`src/rtl/irq_pkg.sv`:
```
package irq_pkg;
  localparam int NSRC   = 5;
  localparam int NRST   = 3;
  localparam int I_NMI  = 0;
  localparam int I_RHI  = 1;
  localparam int I_RMID = 2;
  localparam int I_RLO  = 3;
  localparam int I_GEN  = 4;
endpackage

```
`src/rtl/irq_capture.sv`:
```
module irq_capture
  import irq_pkg::*;
(
  input  logic            clk,
  input  logic            rst_n,
  input  logic            nmi_i,
  input  logic            rhi_i,
  input  logic            rmid_i,
  input  logic            rlo_i,
  input  logic            gen_i,
  input  logic            nmi_take,
  input  logic            rhi_drop,
  output logic [NSRC-1:0] pend
);
  logic nmi_prev_q, nmi_lat_q, rhi_prev_q, rhi_lat_q;
  logic nmi_lat_d, rhi_lat_d;

  always_comb begin
    nmi_lat_d = nmi_lat_q;
    if (!nmi_i || nmi_take)        nmi_lat_d = 1'b0;
    else if (!nmi_prev_q)          nmi_lat_d = 1'b1;
    rhi_lat_d = rhi_lat_q;
    if (rhi_i && !rhi_prev_q)      rhi_lat_d = 1'b1;
    else if (rhi_drop)             rhi_lat_d = 1'b0;
  end

  always_ff @(posedge clk or negedge rst_n) begin
    if (!rst_n) begin
      nmi_prev_q <= 1'b1;
      rhi_prev_q <= 1'b1;
      nmi_lat_q  <= 1'b0;
      rhi_lat_q  <= 1'b0;
    end else begin
      nmi_prev_q <= nmi_i;
      rhi_prev_q <= rhi_i;
      nmi_lat_q  <= nmi_lat_d;
      rhi_lat_q  <= rhi_lat_d;
    end
  end

  always_comb begin
    pend         = '0;
    pend[I_NMI]  = nmi_lat_q & nmi_i;
    pend[I_RHI]  = rhi_lat_q;
    pend[I_RMID] = rmid_i;
    pend[I_RLO]  = rlo_i;
    pend[I_GEN]  = gen_i;
  end

  // a dropped non-maskable line never shows as pending
  p_nmi_level_r8: assert property (@(posedge clk) disable iff (!rst_n)
    !nmi_i |-> !pend[I_NMI]);
  // a captured restart-hi edge survives the line falling
  p_rhi_sticky_r6: assert property (@(posedge clk) disable iff (!rst_n)
    pend[I_RHI] && !rhi_drop |=> pend[I_RHI]);
endmodule

```
`src/rtl/irq_arbiter.sv`:
```
module irq_arbiter #(
  parameter int N = 5
) (
  input  logic [N-1:0] req,
  output logic [N-1:0] grant,
  output logic         any
);
  logic [N:0] taken;
  assign taken[0] = 1'b0;
  for (genvar i = 0; i < N; i++) begin : g_rank
    assign grant[i]   = req[i] & ~taken[i];
    assign taken[i+1] = taken[i] | req[i];
  end
  assign any = taken[N];
endmodule

```
`src/rtl/irq_prio_ctrl.sv`:
```
module irq_prio_ctrl
  import irq_pkg::*;
#(
  parameter int          ADDR_W   = 16,
  parameter logic [15:0] VEC_NMI  = 16'h0024,
  parameter logic [15:0] VEC_RHI  = 16'h003C,
  parameter logic [15:0] VEC_RMID = 16'h0034,
  parameter logic [15:0] VEC_RLO  = 16'h002C
) (
  input  logic              clk,
  input  logic              rst_n,
  input  logic              nmi_i,
  input  logic              rhi_i,
  input  logic              rmid_i,
  input  logic              rlo_i,
  input  logic              gen_i,
  input  logic [NRST-1:0]   mask_i,
  input  logic              ie_set_i,
  input  logic              ie_clr_i,
  input  logic              clr_hi_i,
  input  logic              boundary_i,
  input  logic              svc_i,
  output logic              irq_o,
  output logic [ADDR_W-1:0] vec_o,
  output logic [NSRC-1:0]   src_o,
  output logic              inta_n_o,
  output logic              ie_o
);
  logic [1:0] rs_q;
  logic       rst_s_n;

  always_ff @(posedge clk or negedge rst_n) begin
    if (!rst_n) rs_q <= 2'b00;
    else        rs_q <= {rs_q[0], 1'b1};
  end
  assign rst_s_n = rs_q[1];

  logic [NSRC-1:0]   raw, elig, grant, src_q, src_d;
  logic [ADDR_W-1:0] vec_q, vec_d, vec_sel;
  logic              any, accept;
  logic              irq_q, irq_d, ie_q, ie_d, inta_q, inta_d;

  irq_capture u_cap (
    .clk      (clk),
    .rst_n    (rst_s_n),
    .nmi_i    (nmi_i),
    .rhi_i    (rhi_i),
    .rmid_i   (rmid_i),
    .rlo_i    (rlo_i),
    .gen_i    (gen_i),
    .nmi_take (accept & grant[I_NMI]),
    .rhi_drop (clr_hi_i | (accept & grant[I_RHI])),
    .pend     (raw)
  );

  always_comb begin
    elig         = raw;
    elig[I_RHI]  = raw[I_RHI]  & ie_q & ~mask_i[2];
    elig[I_RMID] = raw[I_RMID] & ie_q & ~mask_i[1];
    elig[I_RLO]  = raw[I_RLO]  & ie_q & ~mask_i[0];
    elig[I_GEN]  = raw[I_GEN]  & ie_q;
  end

  irq_arbiter #(.N(NSRC)) u_arb (
    .req   (elig),
    .grant (grant),
    .any   (any)
  );

  always_comb begin
    vec_sel = '0;
    if (grant[I_NMI])  vec_sel = VEC_NMI[ADDR_W-1:0];
    if (grant[I_RHI])  vec_sel = VEC_RHI[ADDR_W-1:0];
    if (grant[I_RMID]) vec_sel = VEC_RMID[ADDR_W-1:0];
    if (grant[I_RLO])  vec_sel = VEC_RLO[ADDR_W-1:0];
  end

  assign accept = boundary_i & ~irq_q & any;

  always_comb begin
    irq_d  = irq_q;
    src_d  = src_q;
    vec_d  = vec_q;
    inta_d = inta_q;
    ie_d   = ie_q;
    if (ie_set_i)      ie_d = 1'b1;
    else if (ie_clr_i) ie_d = 1'b0;
    if (accept) begin
      irq_d  = 1'b1;
      src_d  = grant;
      vec_d  = vec_sel;
      inta_d = ~grant[I_GEN];
      ie_d   = 1'b0;
    end else if (svc_i && irq_q) begin
      irq_d  = 1'b0;
      src_d  = '0;
      vec_d  = '0;
      inta_d = 1'b1;
    end
  end

  always_ff @(posedge clk or negedge rst_s_n) begin
    if (!rst_s_n) begin
      irq_q  <= 1'b0;
      src_q  <= '0;
      vec_q  <= '0;
      inta_q <= 1'b1;
      ie_q   <= 1'b0;
    end else begin
      irq_q  <= irq_d;
      src_q  <= src_d;
      vec_q  <= vec_d;
      inta_q <= inta_d;
      ie_q   <= ie_d;
    end
  end

  assign irq_o    = irq_q;
  assign src_o    = src_q;
  assign vec_o    = vec_q;
  assign inta_n_o = inta_q;
  assign ie_o     = ie_q;

  p_src_onehot_r2: assert property (@(posedge clk) disable iff (!rst_s_n)
    $onehot0(src_q) && (irq_q == (src_q != '0)));
  p_nmi_ignores_ie_r3: assert property (@(posedge clk) disable iff (!rst_s_n)
    boundary_i && !irq_q && raw[I_NMI] |=> irq_q && src_q[I_NMI]);
  p_disabled_blocks_r4: assert property (@(posedge clk) disable iff (!rst_s_n)
    boundary_i && !irq_q && !ie_q && !raw[I_NMI] |=> !irq_q);
  p_inta_gen_only_r9: assert property (@(posedge clk) disable iff (!rst_s_n)
    !inta_q |-> irq_q && src_q[I_GEN]);
  p_accept_clears_ie_r10: assert property (@(posedge clk) disable iff (!rst_s_n)
    $rose(irq_q) |-> !ie_q);
  p_no_eval_r11: assert property (@(posedge clk) disable iff (!rst_s_n)
    !boundary_i && !irq_q |=> !irq_q);
  p_hold_r11: assert property (@(posedge clk) disable iff (!rst_s_n)
    irq_q && !svc_i |=> irq_q && $stable(vec_q) && $stable(src_q));
endmodule

```
`config.mk`:
```
export PLATFORM = sky130hd
export DESIGN_NAME = irq_prio_ctrl
export DESIGN_NICKNAME = d
export VERILOG_FILES = /design/src/rtl/irq_pkg.sv /design/src/rtl/irq_capture.sv /design/src/rtl/irq_arbiter.sv /design/src/rtl/irq_prio_ctrl.sv
export SDC_FILE = /design/constraint.sdc
export NUM_CORES = 1
export LEC_CHECK = 0
export ABC_CLOCK_PERIOD_IN_PS = 1400
export CORE_MARGIN = 5
export CORE_UTILIZATION = 43
export DETAILED_ROUTE_END_ITERATION = 12
export PLACE_DENSITY_LB_ADDON = 0.2
export SLEW_MARGIN = 40
export SYNTH_ARGS = -nofsm -noshare
export SYNTH_HDL_FRONTEND = slang
export SYNTH_HIERARCHICAL = 1
export SYNTH_SLANG_ARGS = --single-unit
```
`constraint.sdc`:
```
create_clock -name clk -period 1.4 [get_ports clk]
set_clock_uncertainty 0.1 [all_clocks]
set_input_delay 0.14 -clock clk [delete_from_list [all_inputs] [get_ports clk]]
set_output_delay 0.14 -clock clk [all_outputs]
set_load 0.1 [all_outputs]
```
==> impl_metrics.toml, run 1 <==
[outcome]
status = "finished, violations left"
violations = "negative setup slack"

[grt]
grt_pass1_wl_um = 3130
grt_max_degree = 16
antenna_found_initial = 0
grt_pass1_vias = 748
grt_usage_pct = 15.0
grt_overflow = 0

[pwr]
seqPwrFrac_pct = 30.7
power.switching_uw = 1040
p_clk_share_pct = 12.4
switching_share_pct = 48.8
power.internal_uw = 1090
pwr-share-comb_pct = 56.8
power.density_nw_per_um2 = 1480
power_leakage_uw = 0.000669
ir_drop_uv = 979

[final_layout]
n_antenna_cell = 0
final_area_um2 = 1440
syn2layout_area_growth_pct = 64.7
fin_cells = 151
layout-drive-gt1-share_pct = 41.9
seq_area_um2 = 434
multi_input_area_um2 = 423
fin_nets = 140
fill_cells = 135
final_core_util_pct = 74.2

[synthesis]
synthAdderAreaFrac_pct = 0
synth_area_um2 = 875
synth_xor_area_share_pct = 0
synth_compound_area_share_pct = 10.6
yosysWarnings = 6
synth-seq-area-share_pct = 49.1
synth_edf_count = 0
synth_mux_area_share_pct = 0
yosys.area_share.simple_pct = 20.2
synth.avg_cell_area_um2 = 9.94
synth.distinct_cells = 28
synth_top_family_by_area = "simple AND/OR/NAND/NOR gates"
async_flop_share_pct = 100
synthTopCellsByArea = "dfrtp_1, buf_4, dfstp_2, nand3_1, inv_1"
synth_area_leader_cell = "dfrtp_1"
synth_top_area_share_pct = 40.1
yosysMostFrequentCell = "buf_4"
netlist_instances = 88
synth-seq-cells = 17
ys_dominant_reg_cell = "dfrtp_1"
synth_common_cells = "buf_4, dfrtp_1, inv_1, nand2_1"

[clock_network]
cts.sinks = 17
htreeDepth = 1
clk_latency_ns = 0.29
cts.reportedPaths.clkPinSlew_ns = 0.10
clk_path_buf_depth = 2
numCtsBuffers = 3
clock-root-buffer = "clkbuf_4"
cts_tree = "done"

[floorplan]
ios = 39
initial_core_util_pct = 45.0
dieArea_um2 = 3040
core-area_um2 = 1940
die_x_um = 55.1
die_h_um = 55.1
rows = 16

[routing]
totalWireLength_um = 1970
wl_per_cell_um = 13.1
drt-initial-drc-count = 5
ant_nets = 0
viasPerCell = 4.58
vias = 692
firstDrtPassIters = 2
remaining_drc_errors = 0

[setup_path]
path_delay_family = "simple AND/OR/NAND/NOR gates"
cp-start-kind = "register"
critical_path_class = "register to register"
cp-end-kind = "register"
cp.arrival_ns = 1.91
cpPeakStageDelay_ns = 0.52
path_buf_inv = 1
cpMaxStageDelayCell = "dfrtp_4"
cp_max_fo = 8
crit_chain = "buf_6, nand2_4, nor2_4, nor4_4, nand2b_1, and3b_2, and2_4, a21o_1"
worstPathRequired_ns = 1.50

[sta]
maxSlewViolCount = 0
fin_ws_ns = -0.408
rsz0062_at_grt = "yes"
setup_viol = 13
worst_slew_pin_slew_ns = 0.591
finalHoldViolCount = 0
fmax_ghz = 0.553
post-route-min-period_ns = 1.81
fin_crit_sh_pct = 129
holdWs_ns = 0.149
slew_headroom_pct = 60.6

[hold_path]
hold_path.class = "register to asynchronous set/reset pin"

[placed_design]
dp_hpwl_um = 1490
dp_slack_ns = -0.614
placement.cell_area_um2 = 1270
portBuffers = 26
gp_congestion = 0.742
dp.cells = 143

[run]
maxCapViolations = 0
## logic make-up after synthesis
kind of cell	after synthesis
DFF	17
AOI/OAI and AO/OA	14
other	2
and+or+nand+nor	30
buffers and inverters	25
## path summary, 6_finish.rpt
path / slack (ns) / startpoint / end / cells after the start
min in group clk: 0.17 / rhi_i / u_cap/rhi_prev_q / 1
max in group asynchronous: 0.61 / rs_q[1] / ie_o / 0
setup reg to reg: -0.41 / ie_o / src_o[0] / 8
setup / recovery: -0.41 / ie_o / src_o[0] / 8
hold / removal: 0.15 / rs_q[1] / u_cap/nmi_lat_q / 0
hold reg to reg: 0.15 / rs_q[1] / u_cap/nmi_lat_q / 0
## stage by stage
step                      setup TNS, ns  power, uW
after floorplan                   -5.23       1400
after global placement            -5.01       1750
after detailed placement          -6.08       1770
after CTS                         -4.79       2090
after global routing              -6.26       2220
final                             -4.49       2130
## metal layers
layer  track usage [%]  part of all wire [%]
met1              16.0                    36
met4              9.31                   2.6
met2              26.0                    55
met5                 0                     0
met3              4.02                   6.2
## timing repair
item / 4_1_cts / 5_1_grt
pin swaps: 4 / 4
resized for setup: 15 / 10
buffers inserted: 2 / 1
hold buffers: 1 / 0
setup endpoints to repair: 13 / 14
endpoints found under the hold margin: 2 / 0
## cells in the final DEF, fill, tap and decap left out, types with 2 or more instances in the layout
master,n
clkdlybuf4s50_1,14
conb_1,13
dfrtp_1,12
buf_12,12
buf_4,10
inv_1,6
nand2_1,4
nand3_2,4
nor2_1,3
and2_1,3
o21ai_2,3
clkbuf_4,3
dfstp_2,3
buf_6,3
a21o_1,2
nand2_4,2
nor2_4,2
a22o_1,2
a21oi_1,2
nor2b_1,2
## power groups by stage
stage / combinational (uW) / sequential [uW] / clock (uW)
after floorplan: 394 / 1010 / 0
after global placement: 1100 / 648 / 0
after detailed placement: 1120 / 654 / 0
after CTS: 1160 / 653 / 276
after global routing: 1260 / 668 / 302
final: 1210 / 655 / 265
## state kept, by name, summed over array words and instances, names as in the netlist
| signal | flops |
|---|---|
| src_o | 5 |
| vec_o | 3 |
| rs_q | 2 |
| ie_o | 1 |
| inta_n_o | 1 |
| irq_o | 1 |
| u_cap/nmi_lat_q | 1 |
| u_cap/nmi_prev_q | 1 |
| u_cap/rhi_lat_q | 1 |
| u_cap/rhi_prev_q | 1 |
## cell type report
type | instances | area share [%]
flip-flops and latches | 17 | 30.1
clock inverters | 1 | 0.348
inverters | 6 | 1.56
repair buffers | 40 | 34.7
multi-input cells | 57 | 29.4
well taps | 27 | 2.35
clock buffers | 3 | 1.56
No activity file was read; power rests on OpenSTA's default activity.
==> inputs of run 2 (changes only) <==
--- a/config.mk
+++ b/config.mk
@@ -9,8 +9,7 @@
 export CORE_MARGIN = 5
 export CORE_UTILIZATION = 43
 export DETAILED_ROUTE_END_ITERATION = 12
-export PLACE_DENSITY_LB_ADDON = 0.2
-export SLEW_MARGIN = 40
+export PLACE_DENSITY_LB_ADDON = 0.05
 export SYNTH_ARGS = -nofsm -noshare
 export SYNTH_HDL_FRONTEND = slang
 export SYNTH_HIERARCHICAL = 1
==> run 2 against run 1 <==
  * The run still ends with negative setup slack left
  * Highest routed layer unchanged
  * First-iteration DRC count is 20% higher
  * Total power shrank 0.36%
  * Clock power rose by 2%
  * Final area is 0.26% lower
  * Sequential power about the same
  * Die area is the same
  * Fmax rose by 0.95%
  * Worst hold slack improved by 0.0057 ns
  * Critical path type unchanged
  * Register-to-register slack better by 0.02 ns
==> impl_metrics.toml, run 2 (synthesized netlist as in run 1, its figures left out) <==
[outcome]
status = "finished, violations left"
violations = "negative setup slack"

[placed_design]
dp_hpwl_um = 1490
portBuffers = 26
dp.cells = 142
gp_congestion = 0.763
placement.cell_area_um2 = 1270

[clock_network]
clock-root-buffer = "clkbuf_4"
cts.sinks = 17
clk_path_buf_depth = 2
cts_tree = "done"
clk_latency_ns = 0.29
numCtsBuffers = 3
cts.reportedPaths.clkPinSlew_ns = 0.11
htreeDepth = 1

[setup_path]
path_depth = 7
worstPathRequired_ns = 1.49
path_delay_family = "simple AND/OR/NAND/NOR gates"
r2r_start = "ie_o"
cpMaxStageDelayCell = "dfrtp_4"
critical_path_class = "register to register"
cp.arrival_ns = 1.89
worstSetupStartpoint = "ie_o"
r2r_cells = 7
crit_chain = "nand2_4, nor2_4, nor4_4, nand2b_1, and3b_2, and2_4, a21o_1"
r2r-end = "src_o[0]"
rrSetupSlack_ns = -0.39
cp-end-kind = "register"
cp_max_fo = 8
crit_end = "src_o[0]"
cpPeakStageDelay_ns = 0.53
path_buf_inv = 0
cp-start-kind = "register"

[final_layout]
fin_nets = 140
layout-drive-gt1-share_pct = 44.4
fin_cells = 151
largest_reg_flops = 5
final_common_cell = "clkdlybuf4s50_1"
final_cell_mix = "clkdlybuf4s50_1, conb_1, dfrtp_1, buf_12, buf_4"
final_core_util_pct = 74.0
syn2layout_area_growth_pct = 64.2
final_area_um2 = 1440
n_antenna_cell = 0

[sta]
slew_headroom_pct = 59.6
holdWs_ns = 0.154
rsz0062_at_grt = "yes"
finalHoldViolCount = 0
post-route-min-period_ns = 1.79
worst_slew_pin_slew_ns = 0.605
fmax_ghz = 0.558
fin_crit_sh_pct = 128
fin_ws_ns = -0.391
fin_setup_tns_ns = -4.36
setup_viol = 13
maxSlewViolCount = 0

[routing]
totalWireLength_um = 1970
drt-initial-drc-count = 6
remaining_drc_errors = 0
ant_nets = 0
vias = 690
wl_per_cell_um = 13.0
viasPerCell = 4.57
firstDrtPassIters = 4

[grt]
grt_max_degree = 16
grt_overflow = 0
antenna_found_initial = 0
grt_usage_pct = 14.3
grt_pass1_wl_um = 3070
grt_pass1_vias = 718

[floorplan]
die_x_um = 55.1
ios = 39
die_h_um = 55.1
rows = 16
dieArea_um2 = 3040
initial_core_util_pct = 45.0
core-area_um2 = 1940

[pwr]
power_leakage_uw = 0.000669
ir_drop_uv = 810
power.density_nw_per_um2 = 1480

[run]
maxCapViolations = 0

[hold_path]
hold_path.class = "register to asynchronous set/reset pin"
## run 2: layout make-up
| type | count | area, um^2 |
|---|---|---|
| Multi-Input combinational cell | 57 | 419 |
| Tap cell | 27 | 33.8 |
| Fill cell | 137 | 505 |
| Sequential cell | 17 | 434 |
| Timing Repair Buffer | 40 | 499 |
| Clock buffer | 3 | 22.5 |
| Clock inverter | 1 | 5.00 |
| Inverter | 6 | 22.5 |
## run 2: timing repair
action / 4_1_cts / 5_1_grt
endpoints found under the setup margin: 13 / 13
hold buffers: 1 / 0
resized for setup: 11 / 16
pin swaps: 2 / 5
gates cloned: 1 / 0
hold endpoints to repair: 2 / 0
setup buffers: 2 / 1
## run 2: metal layers
layer	vias to the layer above	routed length, um	GRT usage, %
li1	335	-	-
met1	333	826	18.2
met2	20	1010	24.0
met3	2	126	3.49
met4	0	8	4.05
met5	-	0	0
## run 2: through the flow
step           power (uW)  setup slack [ns]
2_1_floorplan        1400            -0.529
3_3_place_gp         1750            -0.463
3_5_place_dp         1760            -0.557
4_1_cts              2070            -0.398
5_1_grt              2200            -0.490
6_report             2120            -0.391
## run 2: worst min path at each step
| stage | startpoint | to | slack, ns |
|---|---|---|---|
| final | rs_q[1] | u_cap/nmi_lat_q | 0.15 |
| after global routing | nmi_i | u_cap/nmi_prev_q | 0.19 |
| after CTS | rs_q[1] | u_cap/nmi_lat_q | 0.18 |
| after detailed placement | rs_q[1] | u_cap/nmi_lat_q | 0.16 |
| after global placement | rs_q[1] | irq_o | 0.16 |
| after floorplan | rst_n | rs_q[0] | -0.26 |
## run 2: power by group
part | leakage (uW) | switching (uW) | internal (uW)
sequential | 0.000210 | 90.7 | 564
combinational | 0.000441 | 779 | 420
clock | 0.0000177 | 163 | 106
total | 0.000669 | 1030 | 1090
